==> config.mk <==
export PLATFORM = sky130hd
export DESIGN_NAME = qdr_bank_ctl
export DESIGN_NICKNAME = d
export VERILOG_FILES = /design/src/rtl/qdr_ctl_pkg.sv /design/src/rtl/qdr_wr_seq.sv /design/src/rtl/qdr_rd_seq.sv /design/src/rtl/qdr_bank_ctl.sv
export SDC_FILE = /design/constraint.sdc
export NUM_CORES = 1
export LEC_CHECK = 0
export ABC_AREA = 1
export BUFFER_PORTS_ARGS = -buffer_cell sky130_fd_sc_hd__buf_2
export CORE_ASPECT_RATIO = 0.5
export CORE_MARGIN = 2
export CORE_UTILIZATION = 50
export CTS_BUF_LIST = sky130_fd_sc_hd__clkbuf_4
export CTS_CLUSTER_DIAMETER = 60
export DETAILED_ROUTE_END_ITERATION = 16
export PLACE_DENSITY = 0.78
export SKIP_LAST_GASP = 1
export SYNTH_ARGS = -nofsm -noshare
export SYNTH_HDL_FRONTEND = slang
export SYNTH_SLANG_ARGS = --single-unit
==> constraint.sdc <==
create_clock -name clk -period 1.55 [get_ports clk]
set_input_delay 0.31 -clock clk [delete_from_list [all_inputs] [get_ports clk]]
set_output_delay 0.31 -clock clk [all_outputs]
set_load 0.03 [all_outputs]
==> src/rtl/qdr_ctl_pkg.sv <==
package qdr_ctl_pkg;

    localparam int HOST_AW = 20;
    localparam int HALF_W  = 18;
    localparam int BANKS   = 4;
    localparam int BW_HALF = 2;

    localparam int BANK_W  = $clog2(BANKS);
    localparam int DEV_AW  = HOST_AW - BANK_W;
    localparam int HOST_DW = 2 * HALF_W;
    localparam int BE_W    = 2 * BW_HALF;

    typedef enum logic [1:0] {
        OP_IDLE = 2'b00,
        OP_RD   = 2'b01,
        OP_WR   = 2'b10,
        OP_RW   = 2'b11
    } op_e;

    typedef struct packed {
        logic              vld;
        logic [BANK_W-1:0] bank;
        logic [DEV_AW-1:0] addr;
    } rd_req_t;

    typedef struct packed {
        logic               vld;
        logic [BANK_W-1:0]  bank;
        logic [DEV_AW-1:0]  addr;
        logic [HOST_DW-1:0] data;
        logic [BE_W-1:0]    be;
    } wr_req_t;

    function automatic logic wants_rd(input logic [1:0] c);
        return (op_e'(c) == OP_RD) || (op_e'(c) == OP_RW);
    endfunction

    function automatic logic wants_wr(input logic [1:0] c);
        return (op_e'(c) == OP_WR) || (op_e'(c) == OP_RW);
    endfunction

    // Active-low one-cold select for the addressed device
    function automatic logic [BANKS-1:0] sel_n(input logic vld, input logic [BANK_W-1:0] b);
        logic [BANKS-1:0] s;
        s = '1;
        if (vld) s[b] = 1'b0;
        return s;
    endfunction

endpackage

==> src/rtl/qdr_wr_seq.sv <==
module qdr_wr_seq
    import qdr_ctl_pkg::*;
(
    input  logic               clk,
    input  logic               rst,
    input  logic               ph,
    input  logic [1:0]         cmd,
    input  logic [HOST_AW-1:0] addr,
    input  logic [HOST_DW-1:0] data,
    input  logic [BE_W-1:0]    be,
    output logic [BANKS-1:0]   wps_n,
    output logic [HALF_W-1:0]  d,
    output logic [BW_HALF-1:0] bw_n,
    output logic [DEV_AW-1:0]  slot_addr
);

    wr_req_t w1, w2;

    // Each half of the word has its own lane of data and byte-write bits
    logic [1:0][HALF_W-1:0]  half_d;
    logic [1:0][BW_HALF-1:0] half_bw;

    for (genvar h = 0; h < 2; h++) begin : g_half
        assign half_d[h]  = (h == 0) ? w1.data[h*HALF_W +: HALF_W]   : w2.data[h*HALF_W +: HALF_W];
        assign half_bw[h] = (h == 0) ? ~w1.be[h*BW_HALF +: BW_HALF]  : ~w2.be[h*BW_HALF +: BW_HALF];
    end

    always_ff @(posedge clk) begin
        if (rst) begin
            w1    <= '0;
            w2    <= '0;
            wps_n <= '1;
            d     <= '0;
            bw_n  <= '1;
        end else if (!ph) begin
            w1.vld  <= wants_wr(cmd);
            w1.bank <= addr[HOST_AW-1 -: BANK_W];
            w1.addr <= addr[DEV_AW-1:0];
            w1.data <= data;
            w1.be   <= be;
            w2      <= w1;
            wps_n   <= sel_n(w1.vld, w1.bank);
            d       <= half_d[0];
            bw_n    <= half_bw[0];
        end else begin
            d    <= half_d[1];
            bw_n <= half_bw[1];
        end
    end

    assign slot_addr = w2.addr;


    wps_onehot_chk: assert property (@(posedge clk) disable iff (rst)
        $countones(~wps_n) <= 1);


    wps_hold_chk: assert property (@(posedge clk) disable iff (rst)
        ((wps_n != '1) && ph) |=> $stable(wps_n));


    wps_align_chk: assert property (@(posedge clk) disable iff (rst)
        !$stable(wps_n) |-> ph);

endmodule

==> src/rtl/qdr_rd_seq.sv <==
module qdr_rd_seq
    import qdr_ctl_pkg::*;
(
    input  logic               clk,
    input  logic               rst,
    input  logic               ph,
    input  logic [1:0]         cmd,
    input  logic [HOST_AW-1:0] addr,
    input  logic [HALF_W-1:0]  q,
    output logic [BANKS-1:0]   rps_n,
    output logic [DEV_AW-1:0]  slot_addr,
    output logic [HOST_DW-1:0] rdata,
    output logic               ready
);

    rd_req_t r1, r2;
    logic    v3, v4;
    logic [1:0][HALF_W-1:0] cap;

    always_ff @(posedge clk) begin
        if (rst) begin
            r1    <= '0;
            r2    <= '0;
            v3    <= 1'b0;
            v4    <= 1'b0;
            rps_n <= '1;
            cap   <= '0;
            rdata <= '0;
            ready <= 1'b0;
        end else if (!ph) begin
            r1.vld  <= wants_rd(cmd);
            r1.bank <= addr[HOST_AW-1 -: BANK_W];
            r1.addr <= addr[DEV_AW-1:0];
            r2      <= r1;
            rps_n   <= sel_n(r2.vld, r2.bank);
            v3      <= r2.vld;
            v4      <= v3;
            cap[0]  <= q;
            rdata   <= cap;
            ready   <= v4;
        end else begin
            cap[1] <= q;
        end
    end

    assign slot_addr = r2.addr;


    rps_onehot_chk: assert property (@(posedge clk) disable iff (rst)
        $countones(~rps_n) <= 1);


    rps_align_chk: assert property (@(posedge clk) disable iff (rst)
        !$stable(rps_n) |-> ph);


    rdy_hold_chk: assert property (@(posedge clk) disable iff (rst)
        $rose(ready) |=> ready);

endmodule

==> src/rtl/qdr_bank_ctl.sv <==
module qdr_bank_ctl
    import qdr_ctl_pkg::*;
(
    input  logic               clk,
    input  logic               rst,
    input  logic [1:0]         cmd,
    input  logic [HOST_AW-1:0] rd_addr,
    input  logic [HOST_AW-1:0] wr_addr,
    input  logic [HOST_DW-1:0] wr_data,
    input  logic [BE_W-1:0]    wr_be,
    output logic [HOST_DW-1:0] rd_data,
    output logic               rd_ready,
    output logic [DEV_AW-1:0]  sram_addr,
    output logic [HALF_W-1:0]  sram_d,
    output logic [BW_HALF-1:0] sram_bw_n,
    output logic [BANKS-1:0]   sram_wps_n,
    output logic [BANKS-1:0]   sram_rps_n,
    input  logic [HALF_W-1:0]  sram_q
);

    logic              ph;
    logic [DEV_AW-1:0] wr_slot_addr;
    logic [DEV_AW-1:0] rd_slot_addr;

    // Phase 0 = host sampling edge; reset leaves the next edge at phase 0
    always_ff @(posedge clk) begin
        if (rst) ph <= 1'b0;
        else     ph <= ~ph;
    end

    qdr_wr_seq u_wr (
        .clk       (clk),
        .rst       (rst),
        .ph        (ph),
        .cmd       (cmd),
        .addr      (wr_addr),
        .data      (wr_data),
        .be        (wr_be),
        .wps_n     (sram_wps_n),
        .d         (sram_d),
        .bw_n      (sram_bw_n),
        .slot_addr (wr_slot_addr)
    );

    qdr_rd_seq u_rd (
        .clk       (clk),
        .rst       (rst),
        .ph        (ph),
        .cmd       (cmd),
        .addr      (rd_addr),
        .q         (sram_q),
        .rps_n     (sram_rps_n),
        .slot_addr (rd_slot_addr),
        .rdata     (rd_data),
        .ready     (rd_ready)
    );

    // Shared address bus: read addresses on even halves, write addresses on odd
    always_ff @(posedge clk) begin
        if (rst)      sram_addr <= '0;
        else if (!ph) sram_addr <= rd_slot_addr;
        else          sram_addr <= wr_slot_addr;
    end


    rd_wr_overlap_chk: assert property (@(posedge clk) disable iff (rst)
        ((sram_rps_n != '1) && (sram_wps_n != '1)) |-> $countones(~sram_rps_n) == 1);

endmodule

==> impl_metrics.py <==
metrics = {
    "critical_path": {
        "critical_path.max_fanout": 1,
        "critical_path_cell_with_the_highest_stage_delay": "sky130_fd_sc_hd__dfxtp_1",
        "timing.critical_path.to_type": "output pin",
        "critPathBufInv": 1,
        "max_stage_delay_ns": 0.34,
        "r2r_setup_slack_ns": 0.29,
        "critPathRequiredTime_ns": 1.24,
        "timing.setup.critical_path_class": "reg2out",
        "crit_chain": "clkbuf_4",
        "cp_top_family": "flip-flops",
        "r2r-end": "u_wr.half_d[8]",
        "rr_worst_depth": 4,
        "worst_setup_path_start_kind": "flip-flop",
        "reg2reg_from": "ph",
        "cp.arrival_ns": 1.16,
    },
    "synthesis": {
        "net_count_synth": 1068,
        "syn_inst": 966,
        "yosysTopAreaCell": "sky130_fd_sc_hd__dfxtp_1",
        "synth_largest_type_area_fraction": 0.6386,
        "ys_seq_elements": 263,
        "syn_area_per_cell_um2": 8.534,
        "netlist-cell-type-count": 17,
        "synth.top_cells.by_area": "sky130_fd_sc_hd__dfxtp_1 64%, sky130_fd_sc_hd__nand2_1 16%, sky130_fd_sc_hd__o21ai_0 8.4%",
        "synth_area_mm2": 0.008244,
        "yosys_warning_count": 0,
        "proportion_of_synthesized_chip_area_in_sequential_cells": 0.6386,
    },
    "routing": {
        "drc": 0,
        "drt-pass1-iter-count": 4,
        "detail_route.wirelength_mm": 20.54,
        "vias_per_cell": 4.698,
        "routed_wire_length_per_instance_um": 13.36,
        "initialDrtViolationCount": 301,
        "dr_total_vias": 7225,
        "final_antenna_net_count": 0,
    },
    "clock_network": {
        "tritoncts_clock_tree": "done",
        "clockBufferDepth": 3,
        "clock_sinks": 263,
        "cts-buffers-inserted": 55,
        "clock-root-buffer": "sky130_fd_sc_hd__clkbuf_4",
        "clk_pin_slew_ns": 0.07,
        "clk-insertion-delay-late_ns": 0.63,
        "post_cts.repair.setup_buffers": 0,
        "cts_htree_levels": 2,
    },
    "power": {
        "power_density_mw_per_mm2": 1216,
        "total_leakage_power_uw": 0.005142,
        "irDropWorstVdd_mv": 0.6453,
        "report.power.total_uw": 13500,
    },
    "finish": {
        "finalNetCount": 1376,
        "layout-area-overhead-vs-synth_pct": 34.65,
        "most-common-layout-cells": "341 x sky130_fd_sc_hd__nand2_1, 263 x sky130_fd_sc_hd__dfxtp_1, 171 x sky130_fd_sc_hd__buf_2",
        "final_layout_size_suffix_gt1_frac": 0.2199,
        "layout_commonest_cell": "sky130_fd_sc_hd__nand2_1",
        "finalCoreUtilization": 0.6824,
    },
    "die": {
        "floorplan.die_area_mm2": 0.01759,
        "initial_standard_cell_utilization_of_the_core": 0.5068,
        "floorplan.core_area_mm2": 0.01627,
        "core.rowCount": 33,
        "top_level_ports": 185,
        "die-width_um": 185.6,
        "fp.dieH_um": 94.80,
    },
    "global_routing": {
        "number_of_global_route_vias_before_repair": 7033,
        "overflow": 0,
        "grt_util_all_layers": 0.2264,
        "first_pass_grt_wire_length_mm": 32.24,
        "antenna_found_initial": 2,
        "grt_max_degree": 73,
    },
    "outcome": {
        "outcome": "complete, no violations",
    },
    "run": {
        "timing.max_cap.violations": 0,
    },
    "placed_design": {
        "hpwlAfterDp_mm": 11.36,
        "pre_cts_slack_ns": 0.1331,
        "routabilityCongestion": 0.7708,
        "port_buffers": 184,
    },
    "timing": {
        "post-route-worst-setup-slack_ns": 0.08030,
        "period_needed_ns": 1.470,
        "layout_worst_path_cycle_share": 0.9482,
        "finalHoldViolCount": 0,
        "max_freq_ghz": 0.6804,
        "timing_worst_slew_pin_value_ns": 0.3555,
        "maxSlewViolCount": 0,
        "max-slew-margin-rel": 0.7630,
        "setup_viol_count_final": 0,
        "timing.clock.skew_ns": 0.05883,
        "rsz0062_at_grt": "yes",
    },
    "min_path": {
        "min_delay_worst_endpoint": "u_wr.bw_n[1]",
        "min-delay-path-class": "reg2reg",
        "holdPathStages": 1,
        "hold_start": "u_wr.w1[1]",
    },
}
worst max-delay path by stage:
stage	start	to	slack (ns)	cells past startpoint
3_3_place_gp	rst	u_rd.rdata[8]	0.23	7
2_1_floorplan	ph	u_rd.rdata[0]	0.43	5
3_5_place_dp	rst	u_rd.rdata[16]	0.13	7
4_1_cts	u_rd.rdata[28]	rd_data[28]	0.01	1
5_1_grt	u_rd.ready	rd_ready	-0.004	1
6_report	u_wr.d[4]	sram_d[4]	0.08	1
cell type report:
class | count | area, um^2
Antenna cell | 6 | 15.01
Sequential cell | 263 | 5265
Clock buffer | 80 | 600.6
Timing Repair Buffer | 299 | 2145
Fill cell | 1263 | 5167
Multi-Input combinational cell | 555 | 2356
Inverter | 100 | 377.9
Clock inverter | 8 | 57.56
Tap cell | 227 | 284.0
registers in the layout (all words and copies together), names as in the netlist, 4 cells and up:
signal,cells
u_rd.rps_n,4
u_rd.slot_addr,18
u_wr.half_d,36
u_wr.d,18
u_wr.w1,43
u_rd.cap,36
u_rd.rdata,36
u_rd.r1,21
u_wr.slot_addr,18
sram_addr,18
u_wr.wps_n,4
synth_stat cells:
cell / number
sky130_fd_sc_hd__nor2_1: 7
sky130_fd_sc_hd__nand2_4: 1
sky130_fd_sc_hd__nor2_4: 1
sky130_fd_sc_hd__inv_1: 97
sky130_fd_sc_hd__buf_2: 28
sky130_fd_sc_hd__clkbuf_1: 14
sky130_fd_sc_hd__nand3_1: 7
sky130_fd_sc_hd__buf_1: 2
sky130_fd_sc_hd__or2_2: 1
sky130_fd_sc_hd__inv_2: 2
sky130_fd_sc_hd__o21ai_1: 53
sky130_fd_sc_hd__buf_6: 4
sky130_fd_sc_hd__nand2_1: 341
sky130_fd_sc_hd__dfxtp_1: 263
sky130_fd_sc_hd__a21oi_1: 6
sky130_fd_sc_hd__inv_4: 1
sky130_fd_sc_hd__o21ai_0: 138
power by group:
| group | total (uW) | switching, uW | internal (uW) |
|---|---|---|---|
| registers | 7270 | 135 | 7130 |
| logic | 1310 | 776 | 532 |
| clock network | 4920 | 2420 | 2500 |
| total | 13500 | 3330 | 10200 |
per-layer routing:
| metal | GRT usage | wire length [um] | up-vias |
|---|---|---|---|
| li1 | - | - | 3648 |
| met1 | 0.2689 | 8893 | 3318 |
| met2 | 0.4014 | 10010 | 224 |
| met3 | 0.05592 | 1262 | 35 |
| met4 | 0.08399 | 375 | 0 |
| met5 | 0 | 0 | - |
kinds of logic after synthesis:
group                  synth area share
AO/OA/AOI/OAI                    0.1196
AND/OR/NAND/NOR                  0.1662
buffers and inverters           0.07558
flip-flops                       0.6386
stage by stage:
stage	TNS [ns]	area [um^2]	cells	hold WS, ns
after floorplan	0	8244	966	0.4055
after global placement	0	9384	1343	0.4253
after detailed placement	0	9384	1343	0.4323
after CTS	0	11050	1532	0.3607
after global routing	-0.004292	11100	1538	0.3822
final	0	11100	1538	0.4109
what timing repair did:
item | in CTS | in global routing
hold buffers | 101 | 0
endpoints found under the hold margin | 122 | 0
endpoints found under the setup margin | 0 | 13
resized for setup | 0 | 22
No activity file was read; power rests on OpenSTA's default activity.
